File: src/rtl/cel_pkg.sv
package cel_pkg;

    typedef enum logic [1:0] {
        PH_IDLE = 2'd0,
        PH_RUN  = 2'd1,
        PH_PRE  = 2'd2
    } phase_e;

    typedef enum logic [1:0] {
        K_READ  = 2'd0,
        K_WR_CE = 2'd1,
        K_WR_WE = 2'd2
    } kind_e;

    typedef struct packed {
        logic ce_n;
        logic we_n;
        logic oe_n;
    } ctl_t;

    typedef struct packed {
        logic ce_fall;
        logic ce_rise;
        logic we_fall;
        logic we_rise;
    } edges_t;

    localparam ctl_t CTL_IDLE = '{ce_n: 1'b1, we_n: 1'b1, oe_n: 1'b1};

    function automatic int unsigned cnt_width(input int unsigned a, input int unsigned b);
        int unsigned m;
        m = (a > b) ? a : b;
        return (m < 2) ? 1 : $clog2(m);
    endfunction

    function automatic edges_t find_edges(input logic ce_prev, input logic ce_now,
                                          input logic we_prev, input logic we_now);
        edges_t e;
        e.ce_fall = ce_prev & ~ce_now;
        e.ce_rise = ~ce_prev & ce_now;
        e.we_fall = we_prev & ~we_now;
        e.we_rise = ~we_prev & we_now;
        return e;
    endfunction

endpackage

File: src/rtl/cel_sync.sv
module cel_sync #(
    parameter int            W    = 1,
    parameter logic [W-1:0]  INIT = '0
) (
    input  logic         clk,
    input  logic         rst,
    input  logic [W-1:0] d,
    output logic [W-1:0] q
);
    logic [W-1:0] st1;
    logic [W-1:0] st2;

    always_ff @(posedge clk) begin
        if (rst) begin
            st1 <= INIT;
            st2 <= INIT;
        end else begin
            st1 <= d;
            st2 <= st1;
        end
    end

    assign q = st2;
endmodule

File: src/rtl/cel_seq.sv
module cel_seq
    import cel_pkg::*;
#(
    parameter int ADDR_W        = 8,
    parameter int ACCESS_CYC    = 4,
    parameter int PRECHARGE_CYC = 4
) (
    input  logic              clk,
    input  logic              rst,
    input  logic              ce_s,
    input  logic              we_s,
    input  edges_t            ev,
    input  logic [ADDR_W-1:0] addr_s,
    output phase_e            phase,
    output kind_e             kind,
    output logic [ADDR_W-1:0] addr_q,
    output logic              done,
    output logic              released,
    output logic              commit,
    output logic              rd_load,
    output logic              viol
);
    localparam int CW = cnt_width(ACCESS_CYC, PRECHARGE_CYC);
    localparam logic [CW-1:0] ACC_LAST = CW'(ACCESS_CYC - 1);
    localparam logic [CW-1:0] PRE_LAST = CW'(PRECHARGE_CYC - 1);

    logic [CW-1:0] cnt;
    logic          wr_done;

    assign commit  = (phase == PH_RUN) && (kind != K_READ) && !wr_done &&
                     (ev.we_rise || ev.ce_rise);
    assign rd_load = (phase == PH_RUN) && !done && (cnt == ACC_LAST);

    always_ff @(posedge clk) begin
        if (rst) begin
            phase    <= PH_IDLE;
            kind     <= K_READ;
            addr_q   <= '0;
            cnt      <= '0;
            done     <= 1'b0;
            released <= 1'b0;
            wr_done  <= 1'b0;
            viol     <= 1'b0;
        end else begin
            if (ev.ce_fall && phase != PH_IDLE) begin
                viol <= 1'b1;
            end
            unique case (phase)
                PH_IDLE: begin
                    if (ev.ce_fall) begin
                        phase    <= PH_RUN;
                        addr_q   <= addr_s;
                        kind     <= we_s ? K_READ : K_WR_CE;
                        cnt      <= '0;
                        done     <= 1'b0;
                        released <= 1'b0;
                        wr_done  <= 1'b0;
                    end
                end
                PH_RUN: begin
                    if (!done) begin
                        if (cnt == ACC_LAST) begin
                            done <= 1'b1;
                        end else begin
                            cnt <= cnt + 1'b1;
                        end
                    end
                    if (ev.ce_rise) begin
                        released <= 1'b1;
                    end
                    if (kind == K_READ && ev.we_fall && !released) begin
                        kind <= K_WR_WE;
                    end
                    if (commit) begin
                        wr_done <= 1'b1;
                    end
                    if (done && (released || ce_s)) begin
                        phase <= PH_PRE;
                        cnt   <= '0;
                    end
                end
                PH_PRE: begin
                    if (cnt == PRE_LAST) begin
                        phase <= PH_IDLE;
                    end else begin
                        cnt <= cnt + 1'b1;
                    end
                end
                default: phase <= PH_IDLE;
            endcase
        end
    end
endmodule

File: src/rtl/cel_array.sv
module cel_array #(
    parameter int ADDR_W = 8,
    parameter int DATA_W = 8
) (
    input  logic              clk,
    input  logic              we,
    input  logic [ADDR_W-1:0] addr,
    input  logic [DATA_W-1:0] wdata,
    output logic [DATA_W-1:0] rdata
);
    localparam int DEPTH = 1 << ADDR_W;

    logic [DATA_W-1:0] cells [DEPTH];

    always_ff @(posedge clk) begin
        if (we) begin
            cells[addr] <= wdata;
        end
    end

    assign rdata = cells[addr];
endmodule

File: src/rtl/cel_outgate.sv
module cel_outgate
    import cel_pkg::*;
#(
    parameter int DATA_W = 8
) (
    input  logic              clk,
    input  logic              rst,
    input  phase_e            phase,
    input  kind_e             kind,
    input  logic              done,
    input  logic              released,
    input  logic              ce_s,
    input  logic              we_s,
    input  logic              oe_s,
    input  logic              rd_load,
    input  logic [DATA_W-1:0] rdata,
    output logic [DATA_W-1:0] dout,
    output logic              dout_en
);
    logic [DATA_W-1:0] held;
    logic              drive_q;
    logic              drive_ok;

    assign drive_ok = (phase == PH_RUN) && (kind == K_READ) && done && !released &&
                      !ce_s && we_s && !oe_s;

    always_ff @(posedge clk) begin
        if (rst) begin
            held    <= '0;
            drive_q <= 1'b0;
        end else begin
            if (rd_load) begin
                held <= rdata;
            end
            drive_q <= drive_ok;
        end
    end

    for (genvar b = 0; b < DATA_W; b++) begin : g_gate
        assign dout[b] = held[b] & drive_q;
    end

    assign dout_en = drive_q;
endmodule

File: src/rtl/cel_mem_slave.sv
module cel_mem_slave
    import cel_pkg::*;
#(
    parameter int ADDR_W        = 8,
    parameter int DATA_W        = 8,
    parameter int ACCESS_CYC    = 4,
    parameter int PRECHARGE_CYC = 4
) (
    input  logic              clk,
    input  logic              rst,
    input  logic              ce_n,
    input  logic              we_n,
    input  logic              oe_n,
    input  logic [ADDR_W-1:0] addr,
    input  logic [DATA_W-1:0] din,
    output logic [DATA_W-1:0] dout,
    output logic              dout_en,
    output logic              viol
);
    ctl_t              ctl_raw;
    logic [2:0]        ctl_sv;
    ctl_t              ctl_s;
    logic [ADDR_W-1:0] addr_s;
    logic [DATA_W-1:0] din_s;
    logic              ce_prev;
    logic              we_prev;
    edges_t            ev;

    phase_e            phase;
    kind_e             kind;
    logic [ADDR_W-1:0] addr_q;
    logic              done;
    logic              released;
    logic              commit;
    logic              rd_load;
    logic [DATA_W-1:0] rdata;
    logic              ce_fall;
    logic              oe_s;

    assign ctl_raw = '{ce_n: ce_n, we_n: we_n, oe_n: oe_n};

    cel_sync #(.W(3), .INIT(CTL_IDLE)) u_sync_ctl (
        .clk(clk), .rst(rst), .d(ctl_raw), .q(ctl_sv)
    );
    cel_sync #(.W(ADDR_W)) u_sync_addr (
        .clk(clk), .rst(rst), .d(addr), .q(addr_s)
    );
    cel_sync #(.W(DATA_W)) u_sync_din (
        .clk(clk), .rst(rst), .d(din), .q(din_s)
    );

    assign ctl_s = ctl_t'(ctl_sv);
    assign oe_s  = ctl_s.oe_n;

    always_ff @(posedge clk) begin
        if (rst) begin
            ce_prev <= 1'b1;
            we_prev <= 1'b1;
        end else begin
            ce_prev <= ctl_s.ce_n;
            we_prev <= ctl_s.we_n;
        end
    end

    assign ev      = find_edges(ce_prev, ctl_s.ce_n, we_prev, ctl_s.we_n);
    assign ce_fall = ev.ce_fall;

    cel_seq #(
        .ADDR_W(ADDR_W), .ACCESS_CYC(ACCESS_CYC), .PRECHARGE_CYC(PRECHARGE_CYC)
    ) u_seq (
        .clk(clk), .rst(rst), .ce_s(ctl_s.ce_n), .we_s(ctl_s.we_n), .ev(ev),
        .addr_s(addr_s), .phase(phase), .kind(kind), .addr_q(addr_q),
        .done(done), .released(released), .commit(commit), .rd_load(rd_load),
        .viol(viol)
    );

    cel_array #(.ADDR_W(ADDR_W), .DATA_W(DATA_W)) u_array (
        .clk(clk), .we(commit), .addr(addr_q), .wdata(din_s), .rdata(rdata)
    );

    cel_outgate #(.DATA_W(DATA_W)) u_out (
        .clk(clk), .rst(rst), .phase(phase), .kind(kind), .done(done),
        .released(released), .ce_s(ctl_s.ce_n), .we_s(ctl_s.we_n), .oe_s(oe_s),
        .rd_load(rd_load), .rdata(rdata), .dout(dout), .dout_en(dout_en)
    );
endmodule

File: config.mk
export PLATFORM = sky130hd
export DESIGN_NAME = cel_mem_slave
export DESIGN_NICKNAME = d
export VERILOG_FILES = /design/src/rtl/cel_pkg.sv /design/src/rtl/cel_sync.sv /design/src/rtl/cel_seq.sv /design/src/rtl/cel_array.sv /design/src/rtl/cel_outgate.sv /design/src/rtl/cel_mem_slave.sv
export SDC_FILE = /design/constraint.sdc
export NUM_CORES = 2
export LEC_CHECK = 0
export ABC_CLOCK_PERIOD_IN_PS = 9200
export BUFFER_PORTS_ARGS = -buffer_cell sky130_fd_sc_hd__buf_2
export CAP_MARGIN = 20
export CORE_MARGIN = 8
export CORE_UTILIZATION = 60
export DETAILED_ROUTE_END_ITERATION = 6
export PLACE_DENSITY_LB_ADDON = 0.08
export SYNTH_ARGS = -nofsm -noshare
export SYNTH_HDL_FRONTEND = slang
export SYNTH_SLANG_ARGS = --single-unit
File: constraint.sdc
create_clock -name clk -period 9.2 [get_ports clk]
set_clock_uncertainty 0.15 [all_clocks]
set_input_delay 1.84 -clock clk [delete_from_list [all_inputs] [get_ports clk]]
set_output_delay 1.84 -clock clk [all_outputs]
set_load 0.02 [all_outputs]
Yosys cells after proc, flatten, opt, wreduce, memory -nomap -nowiden
Memories as Yosys holds them, arrays and structs flattened. A register that Yosys moved wholly into a read port is not among the register bits.
Cells that the tools add are included.
{"block": "classes", "n_mul": 0, "n_bitwise": 16, "eq_ne": 10, "div_mod_pow": 0, "n_lt_le_gt_ge": 0, "reduce_logical": 35, "add_sub_neg": 1, "n_shift": 0, "n_mux": 23}
{"op": "$mux W2", "n": 9}
{"op": "$logic_and A1 B1 Y1", "n": 15}
{"op": "$reduce_and A3 Y1", "n": 5}
{"op": "$and A1 B1 Y1", "n": 12}
{"op": "$pmux W2 S3", "n": 2}
{"op": "$ne A2 B2 Y1 const B", "n": 5}
{"op": "$mux W1", "n": 8}
{"op": "$pmux W1 S2", "n": 3}
{"op": "$reduce_bool A2 Y1", "n": 3}
{"op": "$logic_not A1 Y1", "n": 5}
{"op": "$eq A2 B2 Y1 const B", "n": 2}
{"op": "$logic_not A2 Y1", "n": 2}
{"op": "$not A1 Y1", "n": 4}
{"op": "$pmux W2 S2", "n": 1}
{"op": "$reduce_and A2 Y1", "n": 2}
{"op": "$ne A3 B3 Y1 const B", "n": 1}
{"op": "$reduce_bool A3 Y1", "n": 1}
{"op": "$add A2 B1 Y2 const B", "n": 1}
{"op": "$eq A2 B1 Y1 const B", "n": 1}
{"op": "$logic_or A1 B1 Y1", "n": 2}
{"op": "$ne A2 B1 Y1 const B", "n": 1}
{"block": "word_totals", "ff_bits": 59, "latch_bits": 0, "memories": 1, "mem_bits_ro": 0, "mem_bits_rw": 2048, "wordCells": 103}
{"memory": "u_array.cells", "words": 256, "word_bits": 8, "rd": 1, "rd_clocked_by_memory_dff": 1, "wr": 1, "line": "cel_array.sv:13", "rtl": "logic [DATA_W-1:0] cells [DEPTH];"}

Logic depth before layout (Yosys ltp)
{"block": "logic_depth", "word_depth": 7, "depth_mapped": 12, "mapped_depth_nobuf": 8}

Cells and area by module
A second synthesis with hierarchy kept.
{"block": "hier_totals", "cells_unflattened": 3769, "area_unflattened_um2": 80758.7}
{"mod": "cel_array", "area_each_um2": 78332.6, "instances": 1, "cells_per_inst": 3539, "seq_area_each_um2": 61499.0}
{"mod": "cel_sync at u_sync_addr ...", "area_each_um2": 464.2, "instances": 2, "cells_per_inst": 33, "seq_area_each_um2": 320.3}
{"mod": "cel_seq", "area_each_um2": 870.8, "instances": 1, "cells_per_inst": 106, "seq_area_each_um2": 360.3}
{"mod": "cel_outgate", "area_each_um2": 389.1, "instances": 1, "cells_per_inst": 38, "seq_area_each_um2": 180.2}
{"mod": "cel_sync at u_sync_ctl", "area_each_um2": 157.7, "instances": 1, "cells_per_inst": 12, "seq_area_each_um2": 120.1}
{"mod": "cel_mem_slave", "area_each_um2": 80.1, "instances": 1, "cells_per_inst": 8, "seq_area_each_um2": 40.0}

Worst setup path before layout
OpenSTA, ideal clock, no wires.
{"block": "synth_path", "kind": "register to register", "start": "register u_sync_din.st2[0] (netlist: u_sync_din.q[0])", "end": "memory u_array.cells[0][0], data pin", "t_arrival_ns": 3.382, "setup_ns": 0.852, "period_less_slack_ns": 4.384, "path_stages_with_launch": 1, "n_path_buf": 0, "required_time_ns": 8.198, "setup_slack_ns": 4.816, "cell_sequence": "dfxtp_1"}
{"element": "from (decl)", "line": "cel_sync.sv:11", "rtl": "logic [W-1:0] st2;"}
{"element": "from (signal assigned)", "line": "cel_sync.sv:19", "rtl": "st2 <= st1;"}
{"element": "to (decl)", "line": "cel_array.sv:13"}
Straight into the memory's write port.

==> reports/results.tsv <==
stage	metric	value	unit
critical_path	CP max FO	44	
timing	fin crit share	53.6	%
status	outcome	finished clean	
critical_path	Critical R2R Launch	u_seq.addr_q[0]$_SDFFE_PP0P_	
grt	first-pass GRT wire length	302000	µm
layout	Nets	4129	
yosys	Synth Register Bits	2115	
yosys	library cells used by synthesis	68	
power	Leak	27.6	nW
grt	total grt overflow	0	
die	die height	386	µm
timing	minimum clock period after layout	4.93	ns
clock_tree	CTS root buf	clkbuf_16	
clock_tree	Clock Latency Late Sink	0.83	ns
grt	Total GRT Usage	28.7	%
worst_hold_path	Hold Path End	u_sync_ctl.q[1]$_SDFF_PP1_	
route	Vias/cell	6.88	
critical_path	Crit. End Element	flip-flop	
critical_path	register-to-register setup slack	4.27	ns
route	drt wl/cell	35.3	µm
critical_path	Critical Path Source Type	flip-flop	
route	vias post-DR	41636	
timing	setup tns final	0	ns
clock_tree	CTS tree	done	
timing	Rel. slew slack	17.6	%
yosys	asr flop ratio synth	0	%
power	VDD IR max	0.187	mV
yosys	compound-cell area share of the yosys netlist	2.65	%
route	DRC	0	
layout	cell area after layout	0.0900	mm²
clock_tree	CTS Sinks	2115	
timing	Min Hold Slack	0.262	ns
yosys	post-synthesis xor/xnor area fraction	0	%
clock_tree	htree depth	4	
die	Row Count	135	
grt	largest net degree at the start of global routing	209	
critical_path	r2r worst-path depth	8	
clock_tree	CTS max path bufs	3	
placed_design	placed cell area	0.0837	mm²
placed_design	GP Congestion	0.837	
clock_tree	Worst-path clk slew	0.06	ns
die	die width	386	µm
timing	RSZ-0062 raised after global routing	no	
clock_tree	hold_buf cts	0	
grt	vias in the first global route	40220	
route	1st-pass router iterations	6	
grt	initial antenna violation count	7	
layout	Syn-to-layout area delta	9.67	%
yosys	Synth Area in Simple Gates	3.77	%
timing	Hold Fails Final Rpt	0	
die	core area	0.136	mm²
yosys	multiplexer share of the synthesized area	15.0	%
critical_path	Critical R2R Capture	u_out.held[7]$_SDFFE_PP0P_	
yosys	synth warn	0	
die	number of I/O pins	31	
power	power per cell area	209	mW/mm²
timing	# setup viols final	0	
clock_tree	post-CTS setup buffer count	0	
timing	count of final max-slew check failures	0	
route	Starting DRT DRC Count	5624	
layout	share of cells above drive strength 1	21.4	%
yosys	Synth Flop Type	edfxtp_1	
critical_path	worst path arrival time	5.46	ns
yosys	Mapped Area	0.0821	mm²
yosys	adder-cell share of the synthesized area	0.0610	%
route	Detailed Route WL	214000	µm
clock_tree	post-CTS sizing	0	
route	post-route ant nets	0	
yosys	main combinational cell family by area after synthesis	multiplexers	
layout	fillers	8836	
placed_design	hpwl dp	127000	µm
worst_hold_path	HP Start	u_sync_ctl.st1[1]$_SDFF_PP1_	
critical_path	CP required	9.73	ns
die	Initial Util	60.5	%
timing	Least-Margin Pin Slew	1.21	ns
die	Die ar.	0.149	mm²
worst_hold_path	hold crit path type	reg -> reg	
timing	max frequency	203	MHz
yosys	Cells after Synth	4029	
run	# Max-Cap Violations	0	
yosys	Synth Net Count	4054	
worst_hold_path	Hold Path Stages	1	
yosys	sequential cell area fraction in the yosys report	76.6	%
yosys	Post-synth EDFFs	2048	
clock_tree	clock buffer count from CTS	203	
critical_path	Crit Path Class	reg -> reg	
placed_design	number of port buffers	30	
yosys	post-synthesis average cell area	20.4	µm²
-- per-layer routing --
| layer | global-route usage (%) | part of all wire [%] | vias to the layer above |
|---|---|---|---|
| met4 | 8.34 | 2.8 | 0 |
| met2 | 43.1 | 46 | 2475 |
| met1 | 42.5 | 40 | 22091 |
| met3 | 7.12 | 11 | 345 |
| met5 | 0 | 0 | - |
| li1 | - | - | 16725 |
-- state kept, by name, indices dropped and copies added (netlist names) --
register	flops
u_out.dout_en	1
u_seq.wr_done	1
u_seq.released	1
u_sync_din.q	8
u_out.held	8
u_seq.done	1
u_sync_din.st1	8
u_seq.phase	2
u_seq.addr_q	8
we_prev	1
u_array.cells	2048
ce_prev	1
u_seq.kind	2
u_seq.cnt	2
u_seq.viol	1
u_sync_ctl.q	3
u_sync_ctl.st1	3
u_sync_addr.q	8
u_sync_addr.st1	8
-- power breakdown --
part	internal (W)	switching (W)	leakage, nW
Clock	0.00436	0.00352	3.03
Combinational	0.000123	0.000272	5.15
Sequential	0.0105	0.0000358	19.4
Total	0.0150	0.00383	27.6
-- synth_stat cells (15+ instances only) --
library cell     n  area [µm²]
mux2i_1        157        1570
a22oi_1         48         360
buf_2           63         315
edfxtp_1      2048       61500
o22ai_1         54         338
nor2b_1         49         307
nand3_1         63         315
buf_6           41         462
mux4_2         464       10500
o21ai_0         30         150
clkbuf_1        83         312
nand2_1        145         544
dfxtp_1         67        1340
a21oi_1         61         305
buf_4           31         233
buf_1           19        71.3
a31oi_1         25         156
nor2_1         315        1180
nand4_1         16         100
a32oi_1         15         131
-- critical path, stage by stage, from the launching register on --
cell and delay, ns:
dfxtp_4 0.69, buf_4 0.73, buf_4 0.77, mux4_2 0.60, nand2_1 0.08, nand4_1 0.22
a2111oi_0 1.06, o311ai_1 0.17, o2bb2ai_1 0.19
-- cell usage in the layout, fill, tap and decap left out, drive strengths merged, types with 49 or more instances in the layout --
cell type,n
buf,118
clkinv,88
nand3,63
mux4,464
clkbuf,253
mux2i,157
o22ai,54
nand2,145
nor2b,49
nor2,315
edfxtp,2048
dfxtp,67
a21oi,61
-- how the worst max path moves through the flow --
| stage | to | depth (start not counted) | slack, ns | from |
|---|---|---|---|---|
| finish | u_out.held[7]$_SDFFE_PP0P_ | 8 | 4.27 | u_seq.addr_q[0]$_SDFFE_PP0P_ |
| floorplan | u_array.cells[0][0]$_DFFE_PP_ | 0 | 4.82 | u_sync_din.q[0]$_SDFF_PP0_ |
| CTS | u_out.held[7]$_SDFFE_PP0P_ | 8 | 4.42 | u_seq.addr_q[0]$_SDFFE_PP0P_ |
| detailed placement | u_out.held[7]$_SDFFE_PP0P_ | 8 | 4.40 | u_seq.addr_q[0]$_SDFFE_PP0P_ |
| global route | u_out.held[7]$_SDFFE_PP0P_ | 8 | 4.11 | u_seq.addr_q[0]$_SDFFE_PP0P_ |
| global placement | u_out.held[7]$_SDFFE_PP0P_ | 8 | 4.39 | u_seq.addr_q[0]$_SDFFE_PP0P_ |
-- through the flow --
stage	setup WS [ns]	utilization (%)	total power, W	cells
after global placement	4.39	61.7	0.0111	5676
after floorplan	4.82	-	0.0110	4029
after detailed placement	4.40	61.7	0.0112	5677
after global routing	4.11	66.3	0.0193	6044
after CTS	4.42	66.3	0.0189	6041
final	4.27	66.3	0.0188	6053
-- area by class of cell --
cell class | count | area, µm² | share of cell area [%]
Antenna cell | 9 | 22.5 | 0.0250
Clock buffer | 253 | 5310 | 5.90
Clock inverter | 111 | 888 | 0.987
Inverter | 14 | 58.8 | 0.0654
Multi-Input combinational cell | 1652 | 17600 | 19.6
Sequential cell | 2115 | 62900 | 69.9
Tap cell | 1781 | 2230 | 2.48
Timing Repair Buffer | 118 | 951 | 1.06
-- kinds of logic (layout without fill, tap and decap cells) --
family                   Yosys count  count (layout)
other                              0               9
AND/OR/NAND/NOR                  682             682
multiplexers                     643             643
buffers and inverters            262             496
flip-flops                      2115            2115
adder cells (fa/ha/maj)            4               4
AO/OA/AOI/OAI                    323             323
(Power assumes the default switching activity.)
